--- src/rtl/dm_timer_pkg.sv ---
package dm_timer_pkg;
  // Count-register update strobes from control to datapath
  typedef struct packed {
    logic ldWrCount;   // take countWrData
    logic ldNewReload; // take incoming start value (start from zero)
    logic ldReload;    // take stored start value (enable rise)
    logic step;        // decrement or restore
  } cntStrobe_t;
endpackage

--- src/rtl/dm_timer_dpath.sv ---
module dm_timer_dpath
  import dm_timer_pkg::*;
#(
  parameter int CNT_W = 32
) (
  input  logic             clk,
  input  logic             rstN,
  input  cntStrobe_t       strobe,
  input  logic             running,
  input  logic             reloadWrEn,
  input  logic [CNT_W-1:0] reloadWrData,
  input  logic             matchAWrEn,
  input  logic [CNT_W-1:0] matchAWrData,
  input  logic             matchBWrEn,
  input  logic [CNT_W-1:0] matchBWrData,
  input  logic [CNT_W-1:0] countWrData,
  output logic [CNT_W-1:0] countOut,
  output logic             reloadIsZero,
  output logic             nextHitsMatch,
  output logic             nextIsZero
);
  localparam int NUM_MATCH = 2;

  logic [CNT_W-1:0] reloadReg;
  logic [CNT_W-1:0] cnt;
  logic [CNT_W-1:0] nxtCnt;
  logic [NUM_MATCH-1:0] matchWrEn;
  logic [NUM_MATCH-1:0][CNT_W-1:0] matchWrData;
  logic [NUM_MATCH-1:0] matchHit;

  assign matchWrEn   = {matchBWrEn, matchAWrEn};
  assign matchWrData = {matchBWrData, matchAWrData};

  always_ff @(posedge clk or negedge rstN) begin
    if (!rstN) reloadReg <= '0;
    else if (reloadWrEn) reloadReg <= reloadWrData;
  end

  assign reloadIsZero = (reloadReg == '0);
  assign nxtCnt       = (cnt == '0) ? reloadReg : cnt - 1'b1;
  assign nextIsZero   = (nxtCnt == '0);

  for (genvar m = 0; m < NUM_MATCH; m++) begin : g_match
    logic [CNT_W-1:0] matchReg;
    logic [CNT_W-1:0] effMatch;
    always_ff @(posedge clk or negedge rstN) begin
      if (!rstN) matchReg <= '0;
      else if (matchWrEn[m]) matchReg <= matchWrData[m];
    end
    // a match at or beyond the start value folds onto zero
    assign effMatch    = (matchReg < reloadReg) ? matchReg : '0;
    assign matchHit[m] = (nxtCnt == effMatch);
  end

  assign nextHitsMatch = |matchHit;

  always_ff @(posedge clk or negedge rstN) begin
    if (!rstN)                    cnt <= '0;
    else if (strobe.ldWrCount)    cnt <= countWrData;
    else if (strobe.ldNewReload)  cnt <= reloadWrData;
    else if (strobe.ldReload)     cnt <= reloadReg;
    else if (strobe.step)         cnt <= nxtCnt;
  end

  assign countOut = running ? cnt : reloadReg;

  p_wrap_r3: assert property (@(posedge clk) disable iff (!rstN)
    (strobe == 4'b0001 && cnt == '0) |=> (cnt == $past(reloadReg)));
  p_no_step_zero_r11: assert property (@(posedge clk) disable iff (!rstN)
    strobe.step |-> !reloadIsZero);
  p_zero_idle_r11: assert property (@(posedge clk) disable iff (!rstN)
    (reloadIsZero && strobe == '0) |=> $stable(cnt));
endmodule

--- src/rtl/dm_timer_ctrl.sv ---
module dm_timer_ctrl
  import dm_timer_pkg::*;
(
  input  logic       clk,
  input  logic       rstN,
  input  logic       chanEn,
  input  logic       extClkSel,
  input  logic       ovfIrqEn,
  input  logic       extTick,
  input  logic       busTick,
  input  logic       countWrEn,
  input  logic       reloadWrEn,
  input  logic       newReloadNz,
  input  logic       reloadIsZero,
  input  logic       nextHitsMatch,
  input  logic       nextIsZero,
  output cntStrobe_t strobe,
  output logic       running,
  output logic       irqLevel,
  output logic       eventPulse
);
  logic enD;
  logic enRise;
  logic tick;
  logic evt;

  assign enRise  = chanEn & ~enD;
  assign tick    = extClkSel ? extTick : busTick;
  assign running = enD;

  always_comb begin
    strobe             = '0;
    strobe.ldWrCount   = chanEn & countWrEn;
    strobe.ldNewReload = chanEn & ~countWrEn & reloadWrEn & reloadIsZero & newReloadNz;
    strobe.ldReload    = enRise & ~strobe.ldWrCount & ~strobe.ldNewReload;
    strobe.step        = chanEn & ~enRise & tick & ~reloadIsZero & ~countWrEn;
  end

  assign evt = strobe.step & (nextHitsMatch | (nextIsZero & ovfIrqEn));

  always_ff @(posedge clk or negedge rstN) begin
    if (!rstN) begin
      enD        <= 1'b0;
      eventPulse <= 1'b0;
      irqLevel   <= 1'b0;
    end else begin
      enD        <= chanEn;
      eventPulse <= evt;
      irqLevel   <= irqLevel ^ evt;
    end
  end

  p_irq_toggle_r8: assert property (@(posedge clk) disable iff (!rstN)
    eventPulse |-> (irqLevel != $past(irqLevel)));
  p_irq_hold_r8: assert property (@(posedge clk) disable iff (!rstN)
    !eventPulse |-> $stable(irqLevel));
  p_no_evt_disabled_r12: assert property (@(posedge clk) disable iff (!rstN)
    eventPulse |-> $past(chanEn));
endmodule

--- src/rtl/dual_match_timer.sv ---
module dual_match_timer
  import dm_timer_pkg::*;
#(
  parameter int CNT_W = 32
) (
  input  logic             clk,
  input  logic             rstN,
  input  logic             chanEn,
  input  logic             extClkSel,
  input  logic             ovfIrqEn,
  input  logic             extTick,
  input  logic             busTick,
  input  logic             reloadWrEn,
  input  logic [CNT_W-1:0] reloadWrData,
  input  logic             matchAWrEn,
  input  logic [CNT_W-1:0] matchAWrData,
  input  logic             matchBWrEn,
  input  logic [CNT_W-1:0] matchBWrData,
  input  logic             countWrEn,
  input  logic [CNT_W-1:0] countWrData,
  output logic [CNT_W-1:0] countOut,
  output logic             irqLevel,
  output logic             eventPulse
);
  cntStrobe_t strobe;
  logic running;
  logic reloadIsZero;
  logic nextHitsMatch;
  logic nextIsZero;

  dm_timer_ctrl u_ctrl (
    .clk(clk), .rstN(rstN), .chanEn(chanEn), .extClkSel(extClkSel),
    .ovfIrqEn(ovfIrqEn), .extTick(extTick), .busTick(busTick),
    .countWrEn(countWrEn), .reloadWrEn(reloadWrEn),
    .newReloadNz(|reloadWrData), .reloadIsZero(reloadIsZero),
    .nextHitsMatch(nextHitsMatch), .nextIsZero(nextIsZero),
    .strobe(strobe), .running(running), .irqLevel(irqLevel),
    .eventPulse(eventPulse)
  );

  dm_timer_dpath #(.CNT_W(CNT_W)) u_dpath (
    .clk(clk), .rstN(rstN), .strobe(strobe), .running(running),
    .reloadWrEn(reloadWrEn), .reloadWrData(reloadWrData),
    .matchAWrEn(matchAWrEn), .matchAWrData(matchAWrData),
    .matchBWrEn(matchBWrEn), .matchBWrData(matchBWrData),
    .countWrData(countWrData), .countOut(countOut),
    .reloadIsZero(reloadIsZero), .nextHitsMatch(nextHitsMatch),
    .nextIsZero(nextIsZero)
  );
endmodule

--- config.mk ---
export PLATFORM = sky130hd
export DESIGN_NAME = dual_match_timer
export DESIGN_NICKNAME = d
export VERILOG_FILES = /design/src/rtl/dm_timer_pkg.sv /design/src/rtl/dm_timer_dpath.sv /design/src/rtl/dm_timer_ctrl.sv /design/src/rtl/dual_match_timer.sv
export SDC_FILE = /design/constraint.sdc
export NUM_CORES = 1
export LEC_CHECK = 0
export BUFFER_PORTS_ARGS = -buffer_cell sky130_fd_sc_hd__buf_2
export CAP_MARGIN = 15
export CORE_ASPECT_RATIO = 1.75
export CORE_MARGIN = 4
export CORE_UTILIZATION = 64
export CTS_BUF_LIST = sky130_fd_sc_hd__clkbuf_8
export CTS_CLUSTER_DIAMETER = 200
export DETAILED_ROUTE_END_ITERATION = 10
export PLACE_DENSITY = 0.95
export SLEW_MARGIN = 20
export SYNTH_ARGS = -nofsm -noshare
export SYNTH_HDL_FRONTEND = slang
export SYNTH_SLANG_ARGS = --single-unit
--- constraint.sdc ---
create_clock -name clk -period 10 [get_ports clk]
set_input_delay 0.5 -clock clk [delete_from_list [all_inputs] [get_ports clk]]
set_output_delay 0.5 -clock clk [all_outputs]
set_load 0.01 [all_outputs]
## Word level (Yosys, flattened, before mapping)

Cells that the tools add are included.
Widths: inputs -> output; s select.

| word-level totals | value |
|---|---|
| bits in latches | 0 |
| output and inout port bits | 34 |
| memory bits (read-only) | 0 |
| memories kept | 0 |
| RAM bits | 0 |
| input port bits | 139 |
| bits in registers | 131 |

| operators by class | value |
|---|---|
| shifts and indexed selects | 0 |
| $add $sub $neg | 1 |
| reductions and logical operators | 6 |
| multiply operators | 0 |
| $lt $le $gt $ge | 2 |
| equal/unequal tests | 2 |
| div/mod/pow operators | 0 |
| muxes and demuxes | 9 |
| bitwise operators | 22 |

Operators by type and width:

| cell | number |
|---|---|
| $mux 32 | 8 |
| $logic_not 32->1 | 3 |
| $eq 32x32->1 | 2 |
| $lt 32x32->1 | 2 |
| $reduce_or 32->1 | 1 |
| $sub 32x1->32 const B | 1 |
| $and 1x1->1 | 14 |
| $not 1->1 | 6 |
| $reduce_bool 4->1 | 1 |
| $reduce_or 2->1 | 1 |
| $mux 1 | 1 |
| $or 1x1->1 | 1 |
| $xor 1x1->1 | 1 |

## Logic depth before layout (Yosys ltp)

| logic depth | value |
|---|---|
| word-level depth | 11 |
| depth in mapped cells | 16 |
| mapped depth without buffers | 13 |

## Hierarchy

Synthesis repeated with hierarchy kept, for this count alone.

| unflattened totals | value |
|---|---|
| cell total of the unflattened synthesis | 1286 |
| area, all modules | 10496.3 um^2 |

By module, submodules not included:

| module | cells each | sequential area each (um^2) | area an instance (um^2) | instances |
|---|---|---|---|---|
| dm_timer_dpath | 1261 | 3203.1 | 10259.8 | 1 |
| dm_timer_ctrl | 14 | 75.1 | 161.4 | 1 |
| dual_match_timer | 11 | 0.0 | 75.1 | 1 |

## Least setup slack after synthesis

No wires, ideal clock.

| timing | value |
|---|---|
| path type | reg-to-reg |
| from | register u_dpath.cnt[0] |
| to | register u_ctrl.irqLevel |
| period minus slack after synthesis | 3.821 ns |
| data arrival time | 3.742 ns |
| path slack | 6.179 ns |
| cell stages (with the launch flop) | 15 |
| cells stage by stage | dfrtp_1 inv_1 ha_1 or4b_4 or4_4 buf_6 o41ai_2 a31oi_1 or4_1 a221o_1 a311oi_2 nand4_1 nor4b_2 a221o_2 xor2_1 |

| on the way | value |
|---|---|
| cells in the longest elaborated chain, start to end | 7 |

RTL lines:

| element | RTL line | RTL |
|---|---|---|
| start, declared | dm_timer_dpath.sv:25 | `logic [CNT_W-1:0] cnt;` |
| start signal, assigned | dm_timer_dpath.sv:59 | `else if (strobe.ldWrCount) cnt <= countWrData;` |
| start signal, assigned | dm_timer_dpath.sv:60 | `else if (strobe.ldNewReload) cnt <= reloadWrData;` |
| start signal, assigned | dm_timer_dpath.sv:61 | `else if (strobe.ldReload) cnt <= reloadReg;` |
| $sub 32x1->32 or $logic_not 32->1 (tied branches) | dm_timer_dpath.sv:40 | `assign nxtCnt = (cnt == '0) ? reloadReg : cnt - 1'b1;` |
| $mux 32 * | dm_timer_dpath.sv:40 |  |
| $eq 32x32->1 or $logic_not 32->1 (tied branches) | dm_timer_dpath.sv:52, dm_timer_dpath.sv:41 |  |
| $reduce_or 2->1 or $and 1x1->1 (tied branches) | dm_timer_dpath.sv:55, dm_timer_ctrl.sv:39 |  |
| $or 1x1->1 * | dm_timer_ctrl.sv:39 | `assign evt = strobe.step & (nextHitsMatch \| (nextIsZero & ovfIrqEn));` |
| $and 1x1->1 * | dm_timer_ctrl.sv:39 |  |
| named net u_ctrl.evt | dm_timer_ctrl.sv:25 | `logic evt;` |
| $xor 1x1->1 * | dm_timer_ctrl.sv:49 | `irqLevel <= irqLevel ^ evt;` |
| end signal, assigned | dm_timer_ctrl.sv:49 |  |
| end, declared | dm_timer_ctrl.sv:19 | `output logic irqLevel,` |

The timed path passes the listed nets; every way through them passes the cells marked *.
A chain may end at the register's enable or synchronous reset.

## Worst setup path after layout

Same ends and word-level chain as after synthesis.

==> key figures <==
CTS
  • Cts repair resizes: 0
  • Clock buffer depth: 2
  • CTS sink count: 131
  • Root Driver: clkbuf_8
  • CTS tree: built
  • Clock latency on the worst-skew pair: 0.50 ns
  • CTS hold repair buffers: 0
  • Clk pin slew, worst setup/hold paths: about 0.090 ns
  • TritonCTS Buffers: 17
  • Number of H-tree levels: 4
  • # Post-CTS Setup Buffers: 0

Routing
  • Antenna-violating nets left: 0
  • Routed WL per cell: ~28 um
  • Initial drt markers: 1326
  • DRC Markers: 0
  • Vias: 11818
  • Routed wire length: 46120 um
  • DR pass1 iterations: 6
  • DR vias/cell: 7.246

Global routing
  • Initial antenna violation count: 1
  • Tot GR Track Use: 0.4948
  • Largest net degree at the start of global routing: 69
  • First-pass GRT wire length: about 69000 um
  • Number of global-route vias before repair: 11704
  • Grt ovf: 0

Timing
  • Worst Tran Pin Value: 1.136 ns
  • RSZ-0062 raised after global routing: no
  • Post-route minimum period: between 4 and 5 ns
  • Highest clock rate: ~210 MHz
  • Final setup violation count: 0
  • Hold Vio Cnt, Final: 0
  • Final worst-path cycle share: 0.4807
  • Max_slew headroom: 0.2429
  • Skew final: 0.01672 ns
  • Slew Viols, Final: 0
  • Post-route setup TNS: 0 ns

Yosys
  • Post-Syn Instances: 1265
  • Syn_area_per_cell: 8.389 um^2
  • Post-synth EDFFs: 0
  • Netlist Area Pre-Place: 0.01061 mm^2
  • Seq/Total Area, Yosys: 0.3089
  • Post-synth top cells: o21ai_0, nand2_1, dfrtp_1
  • Yosys top cell by area: dfrtp_1
  • Top cells by area, synth: dfrtp_1, ha_1, o21ai_0, mux2_2, nand2_1
  • Most common cell in the synthesized netlist: o21ai_0
  • Share of the synthesized area in the top cell type: 0.3089
  • Ys Warns: 0
  • Top FF cell, synth: dfrtp_1
  • Asr flop ratio synth: 1.000
  • Synth cell types: 81
  • Syn Nets: approximately 1500
  • #FFs+latches synth: 131

Place
  • Port-buffer cells: between 150 and 200
  • Placer's final routability congestion estimate: 1.146
  • HPWL after DPL: 34860 um
  • Placed Cells: 1600

Floorplanning
  • Die area: between 0.015 and 0.02 mm^2
  • Die W: 105.3 um
  • Chip height: 178.4 um
  • # IOs: roughly 170
  • Starting density of the core: 0.6484
  • # rows: slightly above 60
  • Core Box Area: between 0.015 and 0.02 mm^2

Worst setup path
  • Max FO, Critical Path: 38
  • Critical path class: reg2reg
  • Worst reg2reg path depth: 13
  • CP Capture Type: flop
  • Worst Path Arrival: roughly 5.2 ns
  • Required time worst endpoint: 10.43 ns
  • Startpoint types: flop

Run
  • Max-cap violation count: 0

Power
  • Cell Pwr Density: 189.9 mW/mm^2
  • VDD IR max: 0.1442 mV
  • Leakage: 0.005134 uW

Layout
  • Finished Layout Cells: 1631
  • Layout Nets: 1598
  • Share of layout cells above drive strength 1: 0.2276
  • Synth-to-layout area growth: 12.79%

Hold path
  • Hold Crit Class: in2async

Outcome
  • Status: complete, no violations
-- critical path: stages (launching register included) --
cell	delay (ns)
dfrtp_1	0.47
inv_1	0.21
ha_1	0.18
or4b_4	0.51
nor4_4	0.42
nand3_2	0.11
buf_4	0.31
mux2i_1	0.82
nand2b_1	0.29
nand2b_1	0.23
a22oi_1	0.54
and3_1	0.30
a221o_2	0.18
xor2_1	0.14
-- where the power goes --
part | switching [uW] | total [uW] | internal, uW | leakage, uW
Sequential | 149 | 750 | 601 | 0.00158
Clock | 235 | 471 | 237 | 0.000194
Combinational | 674 | 1050 | 378 | 0.00336
-- registers in the layout, indices dropped and copies added (netlist names) --
register,flops
u_ctrl.eventPulse,1
u_ctrl.running,1
u_dpath.g_match.matchReg,64
u_ctrl.irqLevel,1
u_dpath.reloadReg,32
u_dpath.cnt,32
-- cells in the final DEF, fill, tap and decap left out, types with 6 or more instances in the layout --
cell type,netlist,routed
buf_2,5,171
o21ai_0,154,154
nand2_1,148,148
dfrtp_1,131,130
nor2_1,85,85
ha_1,64,64
mux2_2,63,63
a21oi_1,62,62
inv_1,46,47
nor4_1,37,37
nand4_1,35,35
xnor2_1,28,28
mux2i_1,30,28
nor3_1,26,26
a211oi_1,20,20
clkbuf_8,0,20
xor2_1,19,19
nand3_1,18,18
o211ai_1,17,17
buf_4,2,17
a31oi_1,16,16
or4_1,12,12
or2_2,10,10
nor3b_1,10,9
o31ai_1,9,8
nand2b_1,7,7
or3_1,7,7
a22oi_1,7,7
a32oi_1,7,7
and4_1,6,6
o32ai_1,6,6
-- final cells by class --
cell class | instances | area [um^2]
Multi-Input combinational cell | 1011 | 6867
Fill cell | 1236 | 4398
Sequential cell | 131 | 3279
Timing Repair Buffer | 188 | 983.4
Tap cell | 224 | 280.3
Clock buffer | 20 | 275.3
Inverter | 46 | 172.7
Clock inverter | 10 | 110.1
Antenna cell | 1 | 2.502
-- cells by family after synthesis --
kind of cell	after synthesis	synth area share
and+or+nand+nor	444	0.2166
AOI/OAI and AO/OA	363	0.2168
DFF	131	0.3089
buffers and inverters	123	0.04834
muxes	93	0.09514
adders and majority gates	64	0.07545
xor gates and xnor gates	47	0.03879
-- through the flow --
step | power [uW] | hold WS, ns | cell area (um^2) | setup slack [ns] | util
final | 2273 | 0.08840 | 11970 | 5.193 | 0.7313
after global placement | 1716 | 0.4797 | 11570 | 5.478 | 0.7068
after detailed placement | 1736 | 0.4605 | 11570 | 5.421 | 0.7068
after CTS | 2204 | 0.1371 | 11950 | 5.393 | 0.7303
after global routing | 2364 | 0.1578 | 11970 | 5.052 | 0.7312
after floorplan | 1353 | 0.2044 | 10610 | 6.179 | -
-- worst paths after layout --
kind                            slack, ns            start                              end
max in group asynchronous            8.54             rstN  u_dpath.g_match[0].matchReg[26]
worst max register to register       5.19   u_dpath.cnt[0]                  u_ctrl.irqLevel
worst max-delay path                 5.19   u_dpath.cnt[0]                  u_ctrl.irqLevel
worst min-delay path                 0.09             rstN                   u_ctrl.running
min in group clk                     0.16           chanEn                   u_ctrl.running
worst min register to register       0.48  u_ctrl.irqLevel                  u_ctrl.irqLevel
-- routing by layer --
layer / global-route usage / up-vias / routed length, um
li1: - / 4991 / -
met1: 0.5143 / 5508 / 14230
met2: 0.8022 / 939 / 21310
met3: 0.1365 / 378 / 4924
met4: 0.4576 / 2 / 5641
met5: 0 / - / 17
(Power assumes the default switching activity.)
